`config.mk`:
```
export PLATFORM = sky130hd
export DESIGN_NAME = p1284_negotiator
export DESIGN_NICKNAME = d
export VERILOG_FILES = /design/src/rtl/p1284_pkg.sv /design/src/rtl/p1284_sync.sv /design/src/rtl/p1284_tick.sv /design/src/rtl/p1284_wait.sv /design/src/rtl/p1284_negotiator.sv
export SDC_FILE = /design/constraint.sdc
export NUM_CORES = 1
export LEC_CHECK = 0
export BUFFER_PORTS_ARGS = -buffer_cell sky130_fd_sc_hd__buf_2
export CAP_MARGIN = 20
export CORE_MARGIN = 2
export CORE_UTILIZATION = 45
export DETAILED_ROUTE_END_ITERATION = 8
export PLACE_DENSITY = 0.67
export SYNTH_ARGS = -nofsm -noshare
export SYNTH_HDL_FRONTEND = slang
export SYNTH_HIERARCHICAL = 1
export SYNTH_SLANG_ARGS = --single-unit
```
`constraint.sdc`:
```
create_clock -name clk -period 7.24 [get_ports clk]
set_clock_uncertainty 0.2 [all_clocks]
set_input_delay 1.448 -clock clk [delete_from_list [all_inputs] [get_ports clk]]
set_output_delay 1.448 -clock clk [all_outputs]
set_load 0.005 [all_outputs]
```
`src/rtl/p1284_pkg.sv`:
```
package p1284_pkg;

    typedef enum logic [2:0] {
        ST_IDLE       = 3'd0,
        ST_NEG_SETUP  = 3'd1,
        ST_NEG_REQ    = 3'd2,
        ST_NEG_STROBE = 3'd3,
        ST_NEG_LATCH  = 3'd4,
        ST_TRM_REQ    = 3'd5,
        ST_TRM_HSK    = 3'd6
    } fsm_e;

    typedef enum logic [1:0] {
        RES_OK      = 2'b00,
        RES_TIMEOUT = 2'b01,
        RES_IOERR   = 2'b10,
        RES_UNSUP   = 2'b11
    } res_e;

    typedef enum logic [1:0] {
        MODE_COMPAT = 2'b00,
        MODE_NIBBLE = 2'b01,
        MODE_ECP    = 2'b10
    } pmode_e;

endpackage

```
`src/rtl/p1284_sync.sv`:
```
module p1284_sync #(
    parameter int WIDTH = 5
) (
    input  logic             clk,
    input  logic             rst_n,
    input  logic [WIDTH-1:0] raw_i,
    output logic [WIDTH-1:0] sync_o
);
    for (genvar i = 0; i < WIDTH; i++) begin : g_bit
        logic meta_q;
        logic stab_q;
        always_ff @(posedge clk or negedge rst_n) begin
            if (!rst_n) begin
                meta_q <= 1'b0;
                stab_q <= 1'b0;
            end else begin
                meta_q <= raw_i[i];
                stab_q <= meta_q;
            end
        end
        assign sync_o[i] = stab_q;
    end
endmodule

```
`src/rtl/p1284_tick.sv`:
```
module p1284_tick #(
    parameter int DIV = 4
) (
    input  logic clk,
    input  logic rst_n,
    output logic tick_o
);
    localparam int PW = (DIV > 1) ? $clog2(DIV) : 1;
    localparam logic [PW-1:0] LAST = PW'(DIV - 1);

    logic [PW-1:0] cnt_q;

    always_ff @(posedge clk or negedge rst_n) begin
        if (!rst_n)             cnt_q <= '0;
        else if (cnt_q == LAST) cnt_q <= '0;
        else                    cnt_q <= cnt_q + 1'b1;
    end

    assign tick_o = (cnt_q == LAST);
endmodule

```
`src/rtl/p1284_wait.sv`:
```
module p1284_wait #(
    parameter int W = 4
) (
    input  logic         clk,
    input  logic         rst_n,
    input  logic         clr_i,
    input  logic         tick_i,
    input  logic [W-1:0] limit_i,
    output logic         expire_o
);
    logic [W-1:0] cnt_q;

    always_ff @(posedge clk or negedge rst_n) begin
        if (!rst_n)      cnt_q <= '0;
        else if (clr_i)  cnt_q <= '0;
        else if (tick_i) cnt_q <= cnt_q + 1'b1;
    end

    assign expire_o = tick_i && (cnt_q == limit_i - 1'b1);
endmodule

```
`src/rtl/p1284_negotiator.sv`:
```
module p1284_negotiator
    import p1284_pkg::*;
#(
    parameter int         CLK_DIV     = 4,
    parameter int         T_SETUP     = 1,
    parameter int         T_RESP      = 6,
    parameter logic [7:0] NIBBLE_CODE = 8'h00,
    parameter logic [7:0] ECP_CODE    = 8'h30
) (
    input  logic       clk,
    input  logic       rst_n,
    input  logic       start_i,
    input  logic       term_i,
    input  logic       mode_ecp_i,
    output logic [7:0] data_o,
    output logic       n_strobe_o,
    output logic       n_autofd_o,
    output logic       n_init_o,
    output logic       n_selectin_o,
    input  logic       n_ack_i,
    input  logic       busy_i,
    input  logic       perror_i,
    input  logic       select_i,
    input  logic       n_fault_i,
    output logic       done_o,
    output logic [1:0] status_o,
    output logic [1:0] mode_o
);
    localparam int TW = $clog2(T_SETUP + T_RESP + 1);
    localparam int NSTAT = 5;

    fsm_e   state_q, state_d;
    pmode_e mode_q, mode_d;
    res_e   status_q, stat_d;
    logic   done_q, fire;
    logic   req_ecp_q;
    logic [7:0] data_q;

    logic [NSTAT-1:0] stat_s;
    logic ack_s, busy_s, pe_s, sel_s, flt_s;
    logic tick, expire, wclr;
    logic [TW-1:0] limit;

    p1284_sync #(.WIDTH(NSTAT)) u_sync (
        .clk    (clk),
        .rst_n  (rst_n),
        .raw_i  ({n_ack_i, busy_i, perror_i, select_i, n_fault_i}),
        .sync_o (stat_s)
    );
    assign {ack_s, busy_s, pe_s, sel_s, flt_s} = stat_s;

    p1284_tick #(.DIV(CLK_DIV)) u_tick (
        .clk    (clk),
        .rst_n  (rst_n),
        .tick_o (tick)
    );

    p1284_wait #(.W(TW)) u_wait (
        .clk      (clk),
        .rst_n    (rst_n),
        .clr_i    (wclr),
        .tick_i   (tick),
        .limit_i  (limit),
        .expire_o (expire)
    );

    assign wclr = (state_d != state_q) || (state_q == ST_IDLE);

    // Wait limit in ticks for the current state
    always_comb begin
        unique case (state_q)
            ST_NEG_SETUP:  limit = TW'(T_SETUP);
            ST_NEG_REQ:    limit = TW'(T_RESP);
            ST_NEG_STROBE: limit = TW'(1);
            ST_NEG_LATCH:  limit = TW'(T_SETUP + T_RESP);
            ST_TRM_REQ:    limit = TW'(T_SETUP + T_RESP);
            ST_TRM_HSK:    limit = TW'(T_RESP);
            default:       limit = TW'(1);
        endcase
    end

    // Next state, mode and result
    always_comb begin
        state_d = state_q;
        mode_d  = mode_q;
        stat_d  = status_q;
        fire    = 1'b0;
        unique case (state_q)
            ST_IDLE: begin
                if (start_i) begin
                    if (n_selectin_o) begin
                        fire   = 1'b1;
                        stat_d = RES_IOERR;
                    end else begin
                        state_d = ST_NEG_SETUP;
                    end
                end else if (term_i) begin
                    state_d = ST_TRM_REQ;
                    mode_d  = MODE_COMPAT;
                end
            end
            ST_NEG_SETUP: begin
                if (expire) state_d = ST_NEG_REQ;
            end
            ST_NEG_REQ: begin
                if (pe_s && sel_s && flt_s && !ack_s) begin
                    state_d = ST_NEG_STROBE;
                end else if (expire) begin
                    state_d = ST_IDLE;
                    fire    = 1'b1;
                    stat_d  = RES_TIMEOUT;
                end
            end
            ST_NEG_STROBE: begin
                if (expire) state_d = ST_NEG_LATCH;
            end
            ST_NEG_LATCH: begin
                if (ack_s) begin
                    state_d = ST_IDLE;
                    fire    = 1'b1;
                    if (!req_ecp_q || sel_s) begin
                        stat_d = RES_OK;
                        mode_d = req_ecp_q ? MODE_ECP : MODE_NIBBLE;
                    end else begin
                        stat_d = RES_UNSUP;
                    end
                end else if (expire) begin
                    state_d = ST_IDLE;
                    fire    = 1'b1;
                    stat_d  = RES_IOERR;
                end
            end
            ST_TRM_REQ: begin
                if (busy_s && flt_s && !ack_s) begin
                    state_d = ST_TRM_HSK;
                end else if (expire) begin
                    state_d = ST_IDLE;
                    fire    = 1'b1;
                    stat_d  = RES_IOERR;
                end
            end
            ST_TRM_HSK: begin
                if (ack_s) begin
                    state_d = ST_IDLE;
                    fire    = 1'b1;
                    stat_d  = RES_OK;
                end else if (expire) begin
                    state_d = ST_IDLE;
                    fire    = 1'b1;
                    stat_d  = RES_IOERR;
                end
            end
            default: state_d = ST_IDLE;
        endcase
    end

    // State register
    always_ff @(posedge clk or negedge rst_n) begin
        if (!rst_n) begin
            state_q   <= ST_IDLE;
            mode_q    <= MODE_COMPAT;
            status_q  <= RES_OK;
            done_q    <= 1'b0;
            req_ecp_q <= 1'b0;
            data_q    <= '0;
        end else begin
            state_q  <= state_d;
            mode_q   <= mode_d;
            done_q   <= fire;
            if (fire) status_q <= stat_d;
            if (state_q == ST_IDLE && state_d == ST_NEG_SETUP) begin
                req_ecp_q <= mode_ecp_i;
                data_q    <= mode_ecp_i ? ECP_CODE : NIBBLE_CODE;
            end
        end
    end

    // Control lines decoded from state
    always_comb begin
        n_strobe_o   = 1'b1;
        n_autofd_o   = 1'b1;
        n_init_o     = 1'b1;
        n_selectin_o = 1'b0;
        unique case (state_q)
            ST_IDLE:       n_selectin_o = (mode_q != MODE_COMPAT);
            ST_NEG_SETUP:  n_selectin_o = 1'b0;
            ST_NEG_REQ: begin
                n_selectin_o = 1'b1;
                n_autofd_o   = 1'b0;
            end
            ST_NEG_STROBE: begin
                n_selectin_o = 1'b1;
                n_autofd_o   = 1'b0;
                n_strobe_o   = 1'b0;
            end
            ST_NEG_LATCH:  n_selectin_o = 1'b1;
            ST_TRM_REQ:    n_selectin_o = 1'b0;
            ST_TRM_HSK:    n_autofd_o   = 1'b0;
            default:       n_selectin_o = 1'b0;
        endcase
    end

    assign data_o   = data_q;
    assign done_o   = done_q;
    assign status_o = status_q;
    assign mode_o   = mode_q;
endmodule

```
==> results of run 1 <==
[kinds of logic after synthesis]
group                    after synthesis  synth area share
flip-flops                            24             0.422
adder cells (fa/ha/maj)                3            0.0264
AO/OA/AOI/OAI                         37             0.178
buffers and inverters                 30             0.131
multiplexers                           2            0.0141
other                                  2           0.00527
AND/OR/NAND/NOR                       46             0.190
XOR/XNOR                               4            0.0343
[worst max-delay path: cells and delay by family (launching register included)]
| family | cells | cell delay [ns] |
|---|---|---|
| AO/OA/AOI/OAI | 2 | 0.20 |
| buffers and inverters | 1 | 0.15 |
| flip-flops | 1 | 0.66 |
| AND/OR/NAND/NOR | 1 | 0.46 |
[worst max-delay path by stage]
stage | slack, ns | end | depth (start not counted)
detailed placement | 3.95 | u_wait/cnt_q[1] | 11
CTS | 3.79 | n_selectin_o | 4
global placement | 4.08 | status_o[1] | 10
finish | 3.80 | n_selectin_o | 4
global route | 3.61 | n_selectin_o | 4
floorplan | 4.45 | n_selectin_o | 4
[area by class of cell]
type / instances / area [µm²]
flip-flops and latches: 24 / 601
fillers: 287 / 1540
inverters: 8 / 30.0
repair buffers: 19 / 95.1
clock buffers: 3 / 22.5
clock inverters: 1 / 30.0
multi-input cells: 99 / 656
well taps: 44 / 55.1
[Yosys cell counts (2+ instances only)]
master / number / share of area
a21o_1: 2 / 0.011
nand2_1: 10 / 0.026
a211oi_1: 3 / 0.016
nand2b_1: 4 / 0.018
buf_2: 5 / 0.018
nor2_1: 10 / 0.026
xor2_1: 2 / 0.012
conb_1: 2 / 0.0053
a21oi_1: 8 / 0.028
nor2b_1: 2 / 0.0088
o32ai_1: 2 / 0.012
ha_1: 3 / 0.026
nand3b_1: 3 / 0.016
o21ai_0: 6 / 0.021
o211ai_1: 5 / 0.026
and3_1: 2 / 0.0088
inv_1: 8 / 0.021
dfrtp_1: 24 / 0.42
a32oi_1: 3 / 0.018
buf_4: 14 / 0.074
nand3_1: 2 / 0.0070
mux2i_1: 2 / 0.014
buf_6: 2 / 0.016
or3_1: 2 / 0.0088
a31oi_1: 2 / 0.0088
[state kept, by name, indices dropped and copies added (netlist names)]
register and count:
mode_o 2, u_wait/cnt_q 3, done_o 1, data_o 1, u_tick/cnt_q 2, status_o 2, state_q 3, u_sync/g_bit.stab_q 5
u_sync/g_bit.meta_q 5
[per-stage QoR]
stage	hold slack, ns	power [µW]	instance area (µm²)	cells	util
after floorplan	0.131	379	1440	153	-
after global placement	0.133	416	1440	194	0.474
after detailed placement	0.136	425	1440	194	0.474
after CTS	0.167	522	1490	198	0.492
after global routing	0.187	563	1490	198	0.492
final	0.159	516	1490	198	0.492
[metal layers]
metal,up-vias,track usage
met4,0,0.0381
met2,37,0.255
met3,5,0.0390
met1,500,0.210
li1,521,-
met5,-,0
[report_power, final]
group	switching, µW	internal (µW)	leakage, µW
Clock	40.5	56.0	0.0000279
Sequential	59.4	160	0.000292
Combinational	102	98.2	0.000362
==> results by group, run 1 <==
Worst setup path
  • Crit start category: register
  • Worst path required time: 5.59 ns
  • R2R Setup Slk: 3.89 ns
  • CP Capture Type: output pin
  • R2r endpoint: u_wait/cnt_q[1]
  • Crit path largest cell delay: 0.66 ns
  • RR Startpoint: state_q[1]
  • Most used cell, CP: a21oi_1
  • CP max FO: 26
  • Worst path cell trace: or3_1 -> a21oi_1 -> a21oi_1 -> buf_2
  • Depth of the most critical reg-to-reg path: 11
  • Crit Path Category: reg2out
  • Crit. Startpoint: state_q[2]
  • Arrival @ worst endpoint: 1.79 ns
  • CP max stage cell: dfrtp_1

Clocking
  • TritonCTS Buffers: 3
  • Post-CTS Hold Buffers: 0
  • Clock buffer depth: 2
  • Clock Tree Root: clkbuf_4
  • CTS clk-pin slew, worst paths: 0.13 ns
  • Setup bufs post-CTS: 0
  • Htree depth: 1
  • Clock sink count: 24
  • Latest clock arrival within the worst-skew pair: 0.32 ns
  • CTS resizes: 0
  • CTS tree: yes

Power and ir drop
  • Leak pwr: 0.000681 µW
  • Worst vdd ir: 0.000143 V
  • Pwr dens: 347 nW/µm²

Detailed routing
  • Top layer in use: met4
  • Wl on met1: 1.17 mm
  • Met3 Wirelength: 159 µm
  • Drt total wl: 2.59 mm
  • First-pass DRT Iterations: 4
  • Vias per cell: 5.37
  • Detailed Route Iter0 Violations: 76
  • Total number of vias: 1,063
  • Remaining antenna violation count: 0
  • DR WL met2: 1.24 mm
  • DR WL/cell: 13.1 µm
  • DRC viols: 0

STA
  • Max Slew Vio Count: 0
  • Fin crit share: 0.475
  • Worst Slack Setup Final: 3.80 ns
  • RSZ-0062 raised after global routing: false
  • Setup violators final: 0
  • TNS Setup: 0 ns
  • Worst slew margin: 0.541
  • Crit path time final: 3.44 ns
  • Final hold violation count: 0
  • FMAX: 291 MHz
  • Slew @ Worst Pin: 0.689 ns

Global routing
  • Total track usage: 0.157
  • Initial antenna violation count: 0
  • First-pass GRT wire length: 4.22 mm
  • GRT overflow: 0
  • Vias in the first global route: 936
  • Largest net degree at the start of global routing: 27

Synth
  • Post-synthesis async set-or-reset flop share: 1.00
  • Sequential share of the synthesized area: 0.422
  • #FFs+latches synth: 24
  • Post-synth EDFFs: 0
  • Mapped Area: 1420 µm²
  • Average cell area after synthesis: 9.62 µm²
  • Main synth FF type: dfrtp_1
  • Warnings from Yosys: 6
  • Synth cell types: 45
  • Post-Synthesis Cells: 148

Placement
  • RePlAce Congestion: 0.846
  • I/O Buffers: 19
  • Dpl hpwl: 1.89 mm
  • Pre-CTS WS: 3.95 ns

Final layout
  • Final nets: 168
  • Inserted Diodes: 0
  • Commonest non-fill, non-tap cells in the layout: 24 x dfrtp_1, 19 x buf_2, 10 x nor2_1, 10 x nand2_1
  • Area Growth Syn to Fin: 4.57%
  • Most common cell after layout, fill and taps aside: dfrtp_1
  • Share of layout cells above drive strength 1: 0.175

Worst hold path
  • Hold wc startpoint: u_sync/g_bit[3].meta_q
  • Hold Path Class: reg2reg
  • Hold Crit Endpoint: u_sync/g_bit[3].stab_q
  • Worst hold stages: 0

Floorplanning
  • Core Region: 3030 µm²
  • Die W: 60.3 µm
  • Die area: 3630 µm²
  • I/O Pins: 27
  • Starting density of the core: 0.470
  • Rows: 20
  • Chip Height: 60.3 µm

Status
  • Outcome: finished clean

Job
  • Max Cap Viol: 0
Note: power is estimated with default switching activity, not from simulation.
==> run 2, diff against run 1 <==
Clock period 7.24 ns to 3.2 ns, I/O delays scaled along.
==> run 2 against run 1 <==
  * Sequential power increased by 89%
  * Total power is 130% higher
  * Critical endpoint is now status_o[1]
  * Non-clock buffer count increased by 3
  * Critical path depth is 6 higher
  * Combinational power rose to 2.8 times the previous value
  * Sequential cell count unchanged
  * Setup slack lost 3.5 ns
  * Largest power group is now combinational logic
  * Design area is 1.5% higher
  * Via count rose by 2.4%
  * Clock power up 130%
==> results by group, run 2 (synthesis gave the netlist of run 1 again) <==
Clocking
  • CTS clk-pin slew, worst paths: 0.15 ns
  • Post-CTS Hold Buffers: 0
  • CTS tree: yes
  • Clock Tree Root: clkbuf_4
  • Clock sink count: 24
  • Setup bufs post-CTS: 0
  • TritonCTS Buffers: 3
  • Latest clock arrival within the worst-skew pair: 0.32 ns
  • Htree depth: 1
  • Clock buffer depth: 2
  • CTS resizes: 0

Final layout
  • Fillers: 282
  • Post-route cell area: 1510 µm²
  • Reg area: 601 µm²
  • Share of layout cells above drive strength 1: 0.191
  • Inserted Diodes: 0
  • Finished Layout Cells: 201
  • Regs by FF count: u_sync/g_bit.meta_q: 5 flops, u_sync/g_bit.stab_q: 5 flops
  • Final nets: 171
  • Area taken by multi-input logic gates: 656 µm²
  • Area Growth Syn to Fin: 6.15%
  • Most common cell after layout, fill and taps aside: dfrtp_1
  • Commonest non-fill, non-tap cells in the layout: 24 x dfrtp_1, 19 x buf_2, 10 x nor2_1, 10 x nand2_1

STA
  • Fin crit share: 0.918
  • Worst slew margin: 0.637
  • RSZ-0062 raised after global routing: false
  • Final hold violation count: 0
  • FMAX: 340 MHz
  • Max Slew Vio Count: 0
  • Setup violators final: 0
  • Hold slack: 0.0739 ns
  • Crit path time final: 2.94 ns
  • TNS Setup: 0 ns
  • Slew @ Worst Pin: 0.544 ns

Placement
  • Post-Place Cells: 197
  • I/O Buffers: 19
  • Area after DPL: 1460 µm²
  • Dpl hpwl: 1.89 mm
  • RePlAce Congestion: 0.862

Worst setup path
  • Crit Path Category: reg2reg
  • Crit start category: register
  • Depth of the most critical reg-to-reg path: 10
  • R2r endpoint: status_o[1]
  • Arrival @ worst endpoint: 2.98 ns
  • Crit path to: status_o[1]
  • Crit. Startpoint: state_q[0]
  • CP max FO: 10
  • Worst path required time: 3.24 ns
  • Worst path cell trace: nand2b_1 -> nand2_1 -> inv_1 -> ha_1 -> xnor3_1 -> and4_1 -> nor2_1 -> o22ai_1 -> or3_4 -> a32oi_1
  • CP Capture Type: register
  • R2R Setup Slk: 0.26 ns
  • RR Startpoint: state_q[0]
  • Crit path largest cell delay: 0.40 ns
  • CP max stage cell: dfrtp_1

Power and ir drop
  • Overall power: 1200 µW
  • Pwr dens: 795 nW/µm²
  • Leak pwr: 0.000696 µW
  • Worst vdd ir: 0.000292 V

Detailed routing
  • Total number of vias: 1,089
  • DR WL/cell: 13.1 µm
  • DRC viols: 0
  • Remaining antenna violation count: 0
  • Vias per cell: 5.42
  • Drt total wl: 2.64 mm
  • First-pass DRT Iterations: 4
  • Detailed Route Iter0 Violations: 70

Job
  • Max Cap Viol: 0

Global routing
  • GRT overflow: 0
  • Largest net degree at the start of global routing: 26
  • First-pass GRT wire length: 4.36 mm
  • Initial antenna violation count: 0
  • Vias in the first global route: 958
  • Total track usage: 0.162

Floorplanning
  • Core Region: 3030 µm²
  • Starting density of the core: 0.470
  • Rows: 20
  • I/O Pins: 27
  • Chip Height: 60.3 µm
  • Die W: 60.3 µm
  • Die area: 3630 µm²

Status
  • Outcome: finished clean

Worst hold path
  • Hold Path Class: in2async
## run 2: changes by cell type in the layout (fill, tap and decap cells not counted)
cell / change
buf_4: +3
## run 2: worst max-delay path: cells and delay by family, from the launching register on
family          cells  cell delay, ns
compound gates      2            0.36
xor+xnor            1            0.32
fa+ha+maj           1            0.19
buf+inv             1            0.06
flops               1            0.40
simple gates        5            1.33
## run 2: worst min-delay path by stage
stage | to | slack (ns)
2_1_floorplan | u_sync/g_bit[0].stab_q | 0.13
3_3_place_gp | u_sync/g_bit[4].stab_q | 0.13
3_5_place_dp | u_sync/g_bit[4].stab_q | 0.13
4_1_cts | u_sync/g_bit[4].meta_q | 0.09
5_1_grt | data_o[4] | 0.09
6_report | u_sync/g_bit[4].meta_q | 0.07
## run 2: routing by layer
layer | vias to the layer above | wire length [µm] | track usage
met1 | 523 | 1170 | 0.221
met5 | - | 0 | 0
met3 | 2 | 150 | 0.0325
met2 | 40 | 1320 | 0.266
li1 | 524 | - | -
met4 | 0 | 3 | 0.0381
## run 2: final cells by class
type | count | area share
Multi-Input combinational cell | 99 | 0.434
Sequential cell | 24 | 0.397
Timing Repair Buffer | 22 | 0.0778
Tap cell | 44 | 0.0364
Clock inverter | 1 | 0.0199
Inverter | 8 | 0.0199
Clock buffer | 3 | 0.0149
## run 2: through the flow
stage	util	setup WS, ns
after global routing	0.499	0.0297
after global placement	0.482	0.397
after floorplan	-	0.423
final	0.499	0.262
after detailed placement	0.482	0.307
after CTS	0.499	0.271
## run 2: power by group
part	leakage, µW	internal [µW]	switching [µW]
combinational	0.000377	244	317
sequential	0.000292	364	52.8
clock	0.0000279	127	97.0
==> run 3, diff against run 2 <==
Clock period 3.2 ns to 3 ns, I/O delays scaled along.
==> run 3 against run 2 <==
  * Register-to-register slack got worse by 0.03 ns
  * Largest power group unchanged
  * Setup slack lost 0.031 ns
  * Critical path type unchanged
  * Combinational power is 7.3% higher
  * First-iteration DRC count down 59%
  * Sequential share of layout area is 0.49 points lower
  * Fmax up 6.1%
==> results by group, run 3 (synthesis gave the netlist of run 1 again) <==
Status
  • Outcome: finished clean

Floorplanning
  • Die W: 60.3 µm
  • Die area: 3630 µm²
  • Core Region: 3030 µm²
  • Rows: 20
  • I/O Pins: 27
  • Chip Height: 60.3 µm
  • Starting density of the core: 0.470

Worst setup path
  • Crit Path Category: reg2reg
  • CP max FO: 10
  • RR Startpoint: state_q[1]
  • CP Capture Type: register
  • Arrival @ worst endpoint: 2.77 ns
  • Crit start category: register
  • R2R Setup Slk: 0.23 ns
  • Worst path required time: 3.00 ns
  • Crit. Startpoint: state_q[1]

Final layout
  • Post-route cell area: 1530 µm²
  • Inserted Diodes: 0
  • Reg area: 601 µm²
  • Share of layout cells above drive strength 1: 0.214
  • Area Growth Syn to Fin: 7.47%
  • Final nets: 173
  • Commonest non-fill, non-tap cells in the layout: 24 x dfrtp_1, 19 x buf_2, 10 x nand2_1, 9 x nor2_1
  • Most common cell after layout, fill and taps aside: dfrtp_1
  • Regs by FF count: u_sync/g_bit.meta_q: 5 flops, u_sync/g_bit.stab_q: 5 flops
  • Area taken by multi-input logic gates: 659 µm²
  • Fillers: 293

STA
  • Final hold violation count: 0
  • FMAX: 361 MHz
  • Worst slew margin: 0.653
  • Crit path time final: 2.77 ns
  • Setup violators final: 0
  • TNS Setup: 0 ns
  • Fin crit share: 0.923
  • Slew @ Worst Pin: 0.518 ns
  • Max Slew Vio Count: 0
  • RSZ-0062 raised after global routing: false
  • Worst Slack Setup Final: 0.231 ns

Clocking
  • Clock buffer depth: 2
  • TritonCTS Buffers: 3
  • Latest clock arrival within the worst-skew pair: 0.32 ns
  • Htree depth: 1
  • CTS clk-pin slew, worst paths: 0.14 ns
  • Clock sink count: 24
  • CTS tree: yes
  • Clock Tree Root: clkbuf_4

Power and ir drop
  • Worst vdd ir: 0.000335 V
  • Leak pwr: 0.000706 µW
  • Overall power: 1280 µW
  • Pwr dens: 839 nW/µm²

Placement
  • Dpl hpwl: 1.93 mm
  • Pre-CTS WS: 0.201 ns
  • RePlAce Congestion: 0.861
  • I/O Buffers: 19
  • Area after DPL: 1470 µm²

Detailed routing
  • DRC viols: 0
  • First-pass DRT Iterations: 4
  • Detailed Route Iter0 Violations: 29
  • Total number of vias: 1,089
  • DR WL/cell: 12.8 µm
  • Remaining antenna violation count: 0
  • Vias per cell: 5.36
  • Drt total wl: 2.60 mm

Global routing
  • Vias in the first global route: 959
  • Total track usage: 0.161
  • Largest net degree at the start of global routing: 26
  • GRT overflow: 0
  • Initial antenna violation count: 0
  • First-pass GRT wire length: 4.31 mm

Job
  • Max Cap Viol: 0

Worst hold path
  • Hold Path Class: in2async
run 3: changes by cell type in the layout (fill, tap and decap cells not counted):
cell and delta:
and4_1 -1, and4_2 +1, buf_4 +2, nor2_1 -1, nor2_2 +1
run 3: cell type report:
| class | count | area share |
|---|---|---|
| clock buffers | 3 | 0.0147 |
| clock inverters | 1 | 0.0196 |
| inverters | 8 | 0.0196 |
| multi-input cells | 99 | 0.431 |
| flip-flops and latches | 24 | 0.392 |
| well taps | 44 | 0.0360 |
| repair buffers | 24 | 0.0867 |
run 3: per-layer routing:
metal / part of all wire / global-route usage
met1: 0.45 / 0.217
met2: 0.50 / 0.266
met3: 0.045 / 0.0260
met4: 0.0081 / 0.0476
met5: 0 / 0
run 3: worst paths after layout:
kind	endpoint	depth (start not counted)
setup / recovery	u_wait/cnt_q[0]	11
setup reg to reg	u_wait/cnt_q[0]	11
hold reg to reg	u_sync/g_bit[1].stab_q	0
min in group clk	u_sync/g_bit[1].stab_q	0
hold / removal	u_sync/g_bit[4].meta_q	1
max in group asynchronous	status_o[0]	1
run 3: what timing repair did:
| item | CTS | global route |
|---|---|---|
| setup endpoints to repair | 0 | 5 |
| endpoints found under the hold margin | 0 | 0 |
| hold buffers | 0 | 0 |
| buffers inserted | 0 | 0 |
| gates resized for setup | 0 | 2 |
run 3: stage by stage:
step	utilization	hold WS [ns]	std cells
floorplan	-	0.104	153
global placement	0.487	0.132	199
detailed placement	0.487	0.136	199
CTS	0.504	0.0504	203
global route	0.505	0.0691	203
finish	0.505	0.0291	203
run 3: power by group:
| group | leakage [µW] | switching [µW] | total, µW | internal (µW) |
|---|---|---|---|---|
| combinational | 0.000386 | 332 | 602 | 270 |
| clock | 0.0000279 | 100 | 235 | 135 |
| sequential | 0.000292 | 58.9 | 447 | 388 |
run 3: worst max-delay path, stage by stage (launching register included):
cell	delay, ns
dfrtp_1	0.43
nand2b_1	0.17
nand2_1	0.11
inv_1	0.05
ha_1	0.19
xnor3_1	0.26
and4_2	0.34
nor4bb_1	0.44
a31o_2	0.17
o21ai_0	0.06
o211ai_1	0.14
nor2_1	0.09
